[config.mk]
export PLATFORM = sky130hd
export DESIGN_NAME = interval_channel
export DESIGN_NICKNAME = d
export VERILOG_FILES = /design/src/rtl/ictr_pkg.sv /design/src/rtl/ictr_ctrl.sv /design/src/rtl/ictr_datapath.sv /design/src/rtl/interval_channel.sv
export SDC_FILE = /design/constraint.sdc
export NUM_CORES = 1
export LEC_CHECK = 0
export ABC_AREA = 1
export ABC_CLOCK_PERIOD_IN_PS = 3550
export BUFFER_PORTS_ARGS = -buffer_cell sky130_fd_sc_hd__buf_2
export CORE_MARGIN = 5
export CORE_UTILIZATION = 40
export DETAILED_ROUTE_END_ITERATION = 6
export GPL_ROUTABILITY_DRIVEN = 0
export HOLD_SLACK_MARGIN = 0.1
export MAX_ROUTING_LAYER = met4
export PLACE_DENSITY = 0.58
export SETUP_SLACK_MARGIN = 0.2
export SLEW_MARGIN = 20
export SYNTH_ARGS = -nofsm -noshare
export SYNTH_HDL_FRONTEND = slang
export SYNTH_HIERARCHICAL = 1
export SYNTH_SLANG_ARGS = --single-unit
[constraint.sdc]
create_clock -name clk -period 3.55 [get_ports clk]
set_clock_uncertainty 0.1 [all_clocks]
set_input_delay 0.71 -clock clk [delete_from_list [all_inputs] [get_ports clk]]
set_output_delay 0.71 -clock clk [all_outputs]
set_load 0.02 [all_outputs]
[src/rtl/ictr_pkg.sv]
package ictr_pkg;
  localparam int BYTE_W = 8;
  localparam int CNT_W  = 2 * BYTE_W;

  typedef enum logic {MODE_RATE = 1'b0, MODE_SQUARE = 1'b1} mode_e;

  typedef enum logic [1:0] {
    ACC_PAIR0 = 2'b00,
    ACC_LOW   = 2'b01,
    ACC_HIGH  = 2'b10,
    ACC_PAIR  = 2'b11
  } access_e;

  // strobes from control to datapath
  typedef struct packed {
    logic load;       // move initial count into the counter
    logic step;       // advance one tick in the current mode
    logic forceHigh;  // control word written
  } strobe_t;
endpackage

[src/rtl/ictr_ctrl.sv]
module ictr_ctrl
  import ictr_pkg::*;
(
  input  logic              clk,
  input  logic              rstN,
  input  logic              tick,
  input  logic              gate,
  input  logic              ctrlWr,
  input  logic [1:0]        ctrlAccess,
  input  logic              ctrlSquare,
  input  logic              dataWr,
  input  logic [BYTE_W-1:0] dataIn,
  input  logic              dataRd,
  input  logic              readBack,
  input  logic [CNT_W-1:0]  curCount,
  input  logic              outPin,
  output strobe_t           strb,
  output mode_e             mode,
  output logic [CNT_W-1:0]  initCount,
  output logic [BYTE_W-1:0] dataOut,
  output logic              running,
  output logic              pending
);
  access_e           access;
  logic              wrPtr, rdPtr, statusHeld;
  logic [BYTE_W-1:0] statusByte;
  logic              pairMode;

  assign pairMode = (access == ACC_PAIR) || (access == ACC_PAIR0);

  always_ff @(posedge clk) begin
    if (!rstN) begin
      mode       <= MODE_RATE;
      access     <= ACC_PAIR;
      wrPtr      <= 1'b0;
      rdPtr      <= 1'b0;
      initCount  <= '0;
      pending    <= 1'b0;
      running    <= 1'b0;
      statusHeld <= 1'b0;
      statusByte <= '0;
    end else if (ctrlWr) begin
      mode    <= ctrlSquare ? MODE_SQUARE : MODE_RATE;
      access  <= access_e'(ctrlAccess);
      wrPtr   <= 1'b0;
      rdPtr   <= 1'b0;
      pending <= 1'b0;
      running <= 1'b0;
    end else begin
      if (tick && pending) begin
        pending <= 1'b0;
        running <= 1'b1;
      end
      if (dataWr) begin
        case (access)
          ACC_LOW: begin
            initCount <= {{BYTE_W{1'b0}}, dataIn};
            pending   <= 1'b1;
          end
          ACC_HIGH: begin
            initCount <= {dataIn, {BYTE_W{1'b0}}};
            pending   <= 1'b1;
          end
          default: begin
            if (!wrPtr) begin
              initCount[BYTE_W-1:0] <= dataIn;
              wrPtr <= 1'b1;
            end else begin
              initCount[CNT_W-1:BYTE_W] <= dataIn;
              wrPtr   <= 1'b0;
              pending <= 1'b1;
            end
          end
        endcase
      end
      if (dataRd) begin
        if (statusHeld)    statusHeld <= 1'b0;
        else if (pairMode) rdPtr <= ~rdPtr;
      end
      if (readBack) begin
        statusHeld <= 1'b1;
        statusByte <= BYTE_W'({outPin, pending, access, 3'b000, mode});
      end
    end
  end

  always_comb begin
    strb.forceHigh = ctrlWr;
    strb.load      = tick && pending && !ctrlWr;
    strb.step      = tick && running && gate && !pending && !ctrlWr;
  end

  always_comb begin
    if (statusHeld)                          dataOut = statusByte;
    else if (access == ACC_HIGH)             dataOut = curCount[CNT_W-1:BYTE_W];
    else if (access == ACC_LOW || !rdPtr)    dataOut = curCount[BYTE_W-1:0];
    else                                     dataOut = curCount[CNT_W-1:BYTE_W];
  end
endmodule

[src/rtl/ictr_datapath.sv]
module ictr_datapath
  import ictr_pkg::*;
(
  input  logic             clk,
  input  logic             rstN,
  input  strobe_t          strb,
  input  mode_e            mode,
  input  logic [CNT_W-1:0] initCount,
  output logic [CNT_W-1:0] count,
  output logic             outPin
);
  // odd square-wave counts: longer high half, shorter low half
  function automatic logic [CNT_W-1:0] reloadFor(input logic highNext);
    if (mode == MODE_SQUARE && initCount[0])
      return highNext ? initCount + CNT_W'(1) : initCount - CNT_W'(1);
    return initCount;
  endfunction

  always_ff @(posedge clk) begin
    if (!rstN) begin
      count  <= '0;
      outPin <= 1'b1;
    end else if (strb.forceHigh) begin
      outPin <= 1'b1;
    end else if (strb.load) begin
      count  <= reloadFor(1'b1);
      outPin <= 1'b1;
    end else if (strb.step) begin
      if (mode == MODE_RATE) begin
        if (count == CNT_W'(1)) begin
          count  <= initCount;
          outPin <= 1'b1;
        end else begin
          count  <= count - CNT_W'(1);
          outPin <= (count != CNT_W'(2));
        end
      end else begin
        if (count == CNT_W'(2)) begin
          outPin <= ~outPin;
          count  <= reloadFor(~outPin);
        end else begin
          count <= count - CNT_W'(2);
        end
      end
    end
  end
endmodule

[src/rtl/interval_channel.sv]
module interval_channel
  import ictr_pkg::*;
(
  input  logic       clk,
  input  logic       rstN,
  input  logic       tick,
  input  logic       gate,
  input  logic       ctrlWr,
  input  logic [1:0] ctrlAccess,
  input  logic       ctrlSquare,
  input  logic       dataWr,
  input  logic [7:0] dataIn,
  input  logic       dataRd,
  input  logic       readBack,
  output logic [7:0] dataOut,
  output logic       outPin
);
  strobe_t          strb;
  mode_e            mode;
  logic [CNT_W-1:0] initCount, count;
  logic             running, pending;

  ictr_ctrl u_ctrl (
    .clk(clk), .rstN(rstN), .tick(tick), .gate(gate),
    .ctrlWr(ctrlWr), .ctrlAccess(ctrlAccess), .ctrlSquare(ctrlSquare),
    .dataWr(dataWr), .dataIn(dataIn), .dataRd(dataRd), .readBack(readBack),
    .curCount(count), .outPin(outPin), .strb(strb), .mode(mode),
    .initCount(initCount), .dataOut(dataOut), .running(running), .pending(pending)
  );

  ictr_datapath u_dp (
    .clk(clk), .rstN(rstN), .strb(strb), .mode(mode),
    .initCount(initCount), .count(count), .outPin(outPin)
  );
endmodule

Word level (Yosys, flattened, before mapping)
Index checks and enable logic that the tools add are counted.
{"block": "word_totals", "inputBits": 19, "regBits": 46, "out_inout_bits": 9, "wordCells": 94}
{"block": "op_classes", "eq_ne": 8, "reduce_logical": 27, "addsub": 4, "bitwise": 6, "muxes": 37}
{"op": "$mux 16", "count": 10}
{"op": "$mux 8", "count": 5}
{"op": "$pmux 16 s2", "count": 1}
{"op": "$sub 16x1->16 const B", "count": 2}
{"op": "$mux 1", "count": 21}
{"op": "$add 16x1->16 const B", "count": 1}
{"op": "$eq 16x1->1 const B", "count": 1}
{"op": "$eq 16x2->1 const B", "count": 1}
{"op": "$ne 16x2->1 const B", "count": 1}
{"op": "$sub 16x2->16 const B", "count": 1}
{"op": "$reduce_and 2->1", "count": 5}
{"op": "$reduce_and 3->1", "count": 3}
{"op": "$logic_and 1x1->1", "count": 7}
{"op": "$not 1->1", "count": 6}
{"op": "$eq 2x2->1 const B", "count": 2}
{"op": "$reduce_bool 2->1", "count": 2}
{"op": "$reduce_or 2->1", "count": 2}
{"op": "$logic_not 1->1", "count": 3}
{"op": "$ne 3x3->1 const B", "count": 1}
{"op": "$reduce_bool 3->1", "count": 1}
{"op": "$reduce_or 3->1", "count": 1}
{"op": "$eq 2x1->1 const B", "count": 1}
{"op": "$logic_not 2->1", "count": 1}
{"op": "$logic_or 1x1->1", "count": 2}
{"op": "$ne 2x1->1 const B", "count": 1}

Longest topological paths before layout
Gate-level depths: netlist of run 1.
{"block": "logic_depth", "depth_word": 13, "depth_mapped": 15, "mapped_depth_nobuf": 15}

By module
Netlist of run 1, hierarchy kept.
{"module": "ictr_datapath", "cells_per_inst": 598, "seq_area_each_um2": 340.3, "area_each_um2": 3131.8, "n_inst": 1}
{"module": "ictr_ctrl", "cells_per_inst": 229, "seq_area_each_um2": 580.6, "area_each_um2": 1531.5, "n_inst": 1}

Worst setup path after synthesis of run 1
OpenSTA, ideal clock, no wires.
{"block": "synth_path", "path_type": "input to register", "from": "input port ctrlWr", "to": "register u_dp.count[8]", "path_slack_ns": 1.434, "arrival_time_ns": 1.949, "t_required_ns": 3.383, "path_buffers": 3, "stages": 10, "setup_time_ns": 0.067, "cell_sequence": "buf_6 -> nor2_1 -> buf_2 -> inv_2 -> a21oi_4 -> inv_1 -> clkbuf_1 -> a21oi_1 -> nand2_1 -> a21oi_2"}
{"element": "start, declared", "line_no": "interval_channel.sv:8", "source": "input logic ctrlWr,"}
{"element": "end signal, assigned", "line_no": "ictr_datapath.sv:26", "source": "count <= reloadFor(1'b1);"}
{"element": "end signal, assigned", "line_no": "ictr_datapath.sv:31", "source": "count <= initCount;"}
{"element": "end signal, assigned", "line_no": "ictr_datapath.sv:34", "source": "count <= count - CNT_W'(1);"}
{"element": "end, declared", "line_no": "ictr_datapath.sv:9", "source": "output logic [CNT_W-1:0] count,"}

Worst setup path in the final report of run 1
{"block": "layout_path", "from": "register u_ctrl.access[1]", "to": "output port dataOut[2]"}
{"block": "layout_between", "elab_chain_cells": 5, "word_cells_on_any_way": 6, "classes_between": "eq/ne (2); mux (3); reduce/logical (1)"}
{"element": "start, declared", "line_no": "ictr_ctrl.sv:24", "source": "access_e access;"}
{"element": "start signal, assigned", "line_no": "ictr_ctrl.sv:44", "source": "access <= access_e'(ctrlAccess);"}
{"element": "$eq 2x1->1", "line_no": "ictr_ctrl.sv:96", "source": "else if (access == ACC_LOW || !rdPtr) dataOut = curCount[BYTE_W-1:0];"}
{"element": "$logic_or 1x1->1", "line_no": "ictr_ctrl.sv:96"}
{"element": "$mux 8", "line_no": "ictr_ctrl.sv:96"}
{"element": "$mux 8 *", "line_no": "ictr_ctrl.sv:95", "source": "else if (access == ACC_HIGH) dataOut = curCount[CNT_W-1:BYTE_W];"}
{"element": "$mux 8 *", "line_no": "ictr_ctrl.sv:94", "source": "if (statusHeld) dataOut = statusByte;"}
{"element": "end, declared", "line_no": "interval_channel.sv:15", "source": "output logic [7:0] dataOut,"}
Every way passes the cells marked *; elsewhere a longest branch is shown, timed or not.

==> impl_metrics.csv, run 1 <==
group,metric,value,unit
synth,synth_mux_area_frac,0,
clock_tree,cts_buffers,5,
clock_tree,cts.sinks,46,
route,via_per_inst,5.42,
worst_setup_path,worstPathRequired,2.74,ns
synth,ys_async_sr_fraction,0,
floorplanning,io_pins,28,
worst_setup_path,crit_path_start_kind,"register",
placed_design,post-dp-hpwl,11400,um
status,outcome,"completed",
grt,grt_pass1_wl,24300,um
worst_setup_path,crit_slowest_cell,"dfxtp_1",
synth,syn_nets,855,
synth,synth_fa_ha_area_frac,0.0241,
grt,grt_use_total,0.215,
synth,synth-edff-count,0,
timing,timing.fmax,398,MHz
timing,timing.final.crit_share,0.708,
timing,tightest_slew,0.722,ns
clock_tree,cts_tree,"done",
synth,synth_xor_area_frac,0.0394,
timing,finalCriticalPeriod,2.51,ns
synth,synth_compound_area_frac,0.158,
finish,nNetsFinal,859,
synth,yosysSeqAreaShare,0.197,
synth,syn_inst,827,
grt,grt_max_degree,30,
synth,yosys.cell_types.count,37,
synth,yosys.area.top_type,"nand2_1",
route,antenna_left,0,
route,drt_iter0_markers,514,
synth,synth_area,4660,sq um
clock_tree,cts_resized,0,
timing,rsz0062_at_grt,"no",
worst_setup_path,path_cells,"inv_1, ha_1, inv_1, nand2_4, nand2_4, inv_1, nor2_1, nor2_1, buf_2",
worst_setup_path,crit_top_cell,"inv_1",
floorplanning,core,11400,sq um
power,ir_drop,0.000206,V
timing,finalSetupTns,0,ns
synth,postSynthAreaPerCell,5.64,sq um
worst_setup_path,cp_data_arrival_time,1.70,ns
timing,setup_viol,0,
synth,synth-simple-area-share,0.463,
grt,grt_remaining_overflow,0,
timing,relSlewSlack,0.518,
grt,antenna_found_initial,0,
route,vias,5281,
worst_setup_path,max_stage_delay,0.35,ns
synth,synth-main-ff-cell,"dfxtp_1",
clock_tree,clkSlewWorstSetupHoldPaths,0.07,ns
finish,drive_gt1_frac,0.109,
synth,synth_top_family_by_area,"simple AND/OR/NAND/NOR gates",
route,first_pass_iters,5,
timing,hold_viol,0,
clock_tree,clock_latency,0.29,ns
route,drc,0,
floorplanning,die_height,118,um
worst_setup_path,worst-setup-path-type,"reg -> out",
placed_design,port_buffers,27,
worst_setup_path,critPathCaptureType,"primary output",
min_path,hp-class,"reg -> reg",
grt,grt_pass1_vias,4893,
power,p_per_area,314,nW/um^2
floorplanning,die_width,118,um
timing,drv_slew,0,
synth,synth_top_area_frac,0.199,
clock_tree,cts.htree.levels,2,
floorplanning,die_area,13900,sq um
route,wl_per_cell,15.4,um
power,leakagePower,2.40,nW
timing,whs,0.395,ns
synth,ys_ff_latch,46,
clock_tree,clockBufferDepth,2,
floorplanning,rows,39,
route,wirelength,15000,um
clock_tree,post-cts-setup-buffers,0,
floorplanning,initial_core_util,0.408,
synth,yosys_warnings,6,
finish,antenna_cells,0,
finish,area_growth,6.09,%
clock_tree,cts.hold.buffers_added,0,
worst_setup_path,cp_max_fo,9,
worst_setup_path,r2r_slack,1.27,ns
synth,yosys-top-cells-area,"nand2_1 (20%), dfxtp_1 (20%), nor2_1 (9.7%)",
job,maxCapViolations,0,
clock_tree,clock-root-buffer,"clkbuf_16",
[per-layer routing]
metal / vias up / GRT usage / wire length (um)
met5: - / - / 0
met4: 0 / 0.0710 / 358
met3: 29 / 0.0264 / 831
met2: 180 / 0.349 / 7100
met1: 2425 / 0.277 / 6680
li1: 2647 / - / -
[registers in the layout (all words and copies together), names as in the netlist]
signal             flops
u_ctrl/initCount      16
u_dp/count            16
u_ctrl/statusByte      5
u_ctrl/access          2
u_ctrl/mode            1
u_ctrl/pending         1
u_ctrl/rdPtr           1
u_ctrl/running         1
u_ctrl/statusHeld      1
u_ctrl/wrPtr           1
u_dp/outPin            1
[power by group]
group / internal (mW) / switching (mW) / total, mW
Clock: 0.334 / 0.218 / 0.552
Combinational: 0.142 / 0.270 / 0.412
Sequential: 0.539 / 0.0491 / 0.588
[Yosys cell counts (6+ instances only)]
cell,instances
nor2_2,16
a21oi_1,65
nor2_1,120
ha_1,9
nand2_2,6
o21ai_1,10
nand3_1,68
nor3_1,6
xor2_1,20
dfxtp_1,46
buf_6,8
clkbuf_1,6
inv_2,9
inv_1,77
buf_2,10
nand2_1,247
o21ai_0,42
buf_4,6
nand4_1,10
[worst max-delay path, delay by kind of cell (launching register included)]
family                     cells  cell delay, ns
buffers and inverters          4            0.47
and+or+nand+nor                4            0.36
DFF                            1            0.35
adders and majority gates      1            0.23
[layout by cell type, fill, tap and decap left out, types with 16 or more instances in the layout]
cell type	n
nor2_2	16
nand2_1	247
dfxtp_1	46
a21oi_1	65
nor2_1	120
inv_1	77
buf_2	27
o21ai_0	42
nand3_1	68
xor2_1	20
[layout make-up]
| type | count | area, sq um |
|---|---|---|
| inverter | 88 | 330 |
| sequential | 46 | 921 |
| multi-input combinational | 660 | 3190 |
| tap | 143 | 179 |
| clock buffer | 5 | 125 |
| timing repair buffer | 30 | 158 |
| clock inverter | 3 | 43.8 |
| fill | 1332 | 6470 |
[per-stage QoR]
stage          std cells  utilization  power (mW)  instance area (sq um)  setup WS (ns)
6_report             975        0.433        1.55                   4950           1.04
2_1_floorplan        827            -       0.907                   4660           1.43
5_1_grt              975        0.433        1.65                   4950          0.828
4_1_cts              975        0.433        1.56                   4950           1.04
3_5_place_dp         967        0.418        1.01                   4780          0.789
3_3_place_gp         967        0.418       0.998                   4780          0.854
[cells by family after synthesis]
logic type,count (synthesis)
adders and majority gates,9
and+or+nand+nor,494
AOI/OAI and AO/OA,136
buffers and inverters,121
xor gates and xnor gates,21
DFF,46
[worst paths after layout]
check,startpoint,end,cells past startpoint
max,u_ctrl/access[1]$_SDFFE_PN1P_,dataOut[2],9
min reg2reg,u_ctrl/running$_SDFFE_PP0P_,u_ctrl/running$_SDFFE_PP0P_,2
max reg2reg,u_ctrl/mode$_SDFFE_PN0P_,u_dp/count[1]$_SDFFE_PN0P_,9
min,u_ctrl/running$_SDFFE_PP0P_,u_ctrl/running$_SDFFE_PP0P_,2
No activity file was read; power rests on OpenSTA's default activity.
==> run 2: changes to the inputs <==
- ABC_CLOCK_PERIOD_IN_PS: 3550 -> 2200
- PLACE_DENSITY: 0.58 -> 0.6
- clock period: 3.55 -> 2.2 ns (I/O delays scaled with it)
==> impl_metrics.csv, run 2 (synthesis gave the netlist of run 1 again) <==
group,metric,value,unit
clock_tree,cts_tree,"done",
power,p_per_area,475,nW/um^2
timing,relSlewSlack,0.564,
route,wirelength,16400,um
grt,grt_pass1_wl,25300,um
status,outcome,"completed",
route,vias,5536,
floorplanning,io_pins,28,
finish,layout_commonest_cell,"nand2_1",
worst_setup_path,worst-setup-path-type,"reg -> out",
grt,grt_pass1_vias,4912,
clock_tree,cts.sinks,46,
worst_setup_path,max_stage_delay,0.32,ns
finish,mostFrequentLayoutCells,"nand2_1 (242), nor2_1 (111), inv_1 (72), nand3_1 (67), a21oi_1 (65)",
clock_tree,cts_buffers,5,
clock_tree,clockBufferDepth,2,
route,via_per_inst,5.39,
route,antenna_left,0,
floorplanning,die_width,118,um
worst_setup_path,cp_max_fo,8,
route,drc,0,
route,drt_iter0_markers,526,
timing,timing.fmax,508,MHz
grt,grt_remaining_overflow,0,
floorplanning,core,11400,sq um
power,power,2.65,mW
finish,area_growth,19.7,%
clock_tree,cts.htree.levels,2,
finish,antenna_cells,0,
floorplanning,rows,39,
job,maxCapViolations,0,
clock_tree,clock_latency,0.30,ns
min_path,hp-class,"in -> reg",
worst_setup_path,crit_slowest_cell,"dfxtp_2",
grt,grt_use_total,0.227,
worst_setup_path,crit_path_start_kind,"register",
route,first_pass_iters,6,
clock_tree,cts.hold.buffers_added,0,
power,leakagePower,2.69,nW
finish,nNetsFinal,911,
timing,tightest_slew,0.654,ns
floorplanning,initial_core_util,0.408,
timing,finalCriticalPeriod,1.97,ns
floorplanning,die_area,13900,sq um
timing,timing.final.crit_share,0.895,
floorplanning,die_height,118,um
timing,hold_viol,0,
finish,top_regs,"u_ctrl/initCount x16, u_dp/count x16, u_ctrl/statusByte x5",
power,ir_drop,0.000420,V
worst_setup_path,path_cells,"buf_4, ha_4, inv_8, nand2_8, inv_4, nor2_1, nor2_1, buf_4",
placed_design,port_buffers,27,
placed_design,dp.cells,1002,
worst_setup_path,worstPathRequired,1.66,ns
grt,grt_max_degree,29,
worst_setup_path,critPathCaptureType,"primary output",
timing,drv_slew,0,
finish,drive_gt1_frac,0.205,
placed_design,post-dp-hpwl,12000,um
route,wl_per_cell,16.0,um
clock_tree,clock-root-buffer,"clkbuf_16",
timing,rsz0062_at_grt,"yes",
finish,fin_cells,1027,
timing,setup_viol,0,
worst_setup_path,cp_data_arrival_time,1.43,ns
grt,antenna_found_initial,0,
clock_tree,clkSlewWorstSetupHoldPaths,0.07,ns
run 2: cell count changes in the layout (fill, tap and decap cells not counted), moves of 5 or more:
cell,delta
buf_2,-8
buf_4,+52
dfxtp_1,-14
dfxtp_2,+13
inv_1,-5
nand2_1,-5
nand2_2,+5
nor2_1,-9
nor2_4,+7
run 2: worst paths after layout:
check	from	slack, ns	depth (start not counted)	endpoint
worst max-delay path	u_ctrl/access[1]$_SDFFE_PN1P_	0.23	8	dataOut[1]
worst min-delay path	readBack	0.23	2	u_ctrl/statusByte[0]$_SDFFE_PN0P_
worst max register to register	u_dp/count[1]$_SDFFE_PN0P_	0.28	10	u_dp/count[0]$_SDFFE_PN0P_
worst min register to register	u_ctrl/running$_SDFFE_PP0P_	0.38	2	u_ctrl/running$_SDFFE_PP0P_
run 2: per-layer routing:
metal | share of wire | vias up | routed length (um) | GRT usage
met2 | 0.46 | 201 | 7500 | 0.349
met3 | 0.068 | 25 | 1120 | 0.0332
met1 | 0.45 | 2551 | 7360 | 0.309
li1 | - | 2759 | - | -
met5 | 0 | - | 0 | -
met4 | 0.025 | 0 | 413 | 0.0688
run 2: through the flow:
stage	area (sq um)	hold slack (ns)	worst slack [ns]	setup TNS, ns	utilization
2_1_floorplan	4660	0.336	0.354	0	-
3_3_place_gp	5040	0.367	-0.0188	-0.0188	0.441
3_5_place_dp	5040	0.365	0.0400	0	0.441
4_1_cts	5300	0.222	0.202	0	0.464
5_1_grt	5580	0.228	0.162	0	0.489
6_report	5580	0.233	0.232	0	0.489
run 2: report_power, final:
group	internal, mW	switching, mW
Sequential	0.872	0.0659
Combinational	0.299	0.487
Clock	0.540	0.385
Total	1.71	0.938
run 2: repair_timing:
item / 4_1_cts / 5_1_grt
pin swaps: 2 / 10
buffers inserted: 3 / 11
setup endpoints to repair: 24 / 24
gates cloned: 1 / 2
gates resized for setup: 19 / 59
run 2: final cells by class:
cell class	count	area, sq um
Clock buffer	5	125
Clock inverter	3	43.8
Fill cell	1247	5840
Inverter	88	354
Multi-Input combinational cell	663	3360
Sequential cell	46	941
Tap cell	143	179
Timing Repair Buffer	79	573
run 2: worst max-delay path: cells and delay by family, from the launching register on:
family	cells	cell delay [ns]
adders and majority gates	1	0.18
buffers and inverters	4	0.42
DFF	1	0.32
and+or+nand+nor	3	0.20
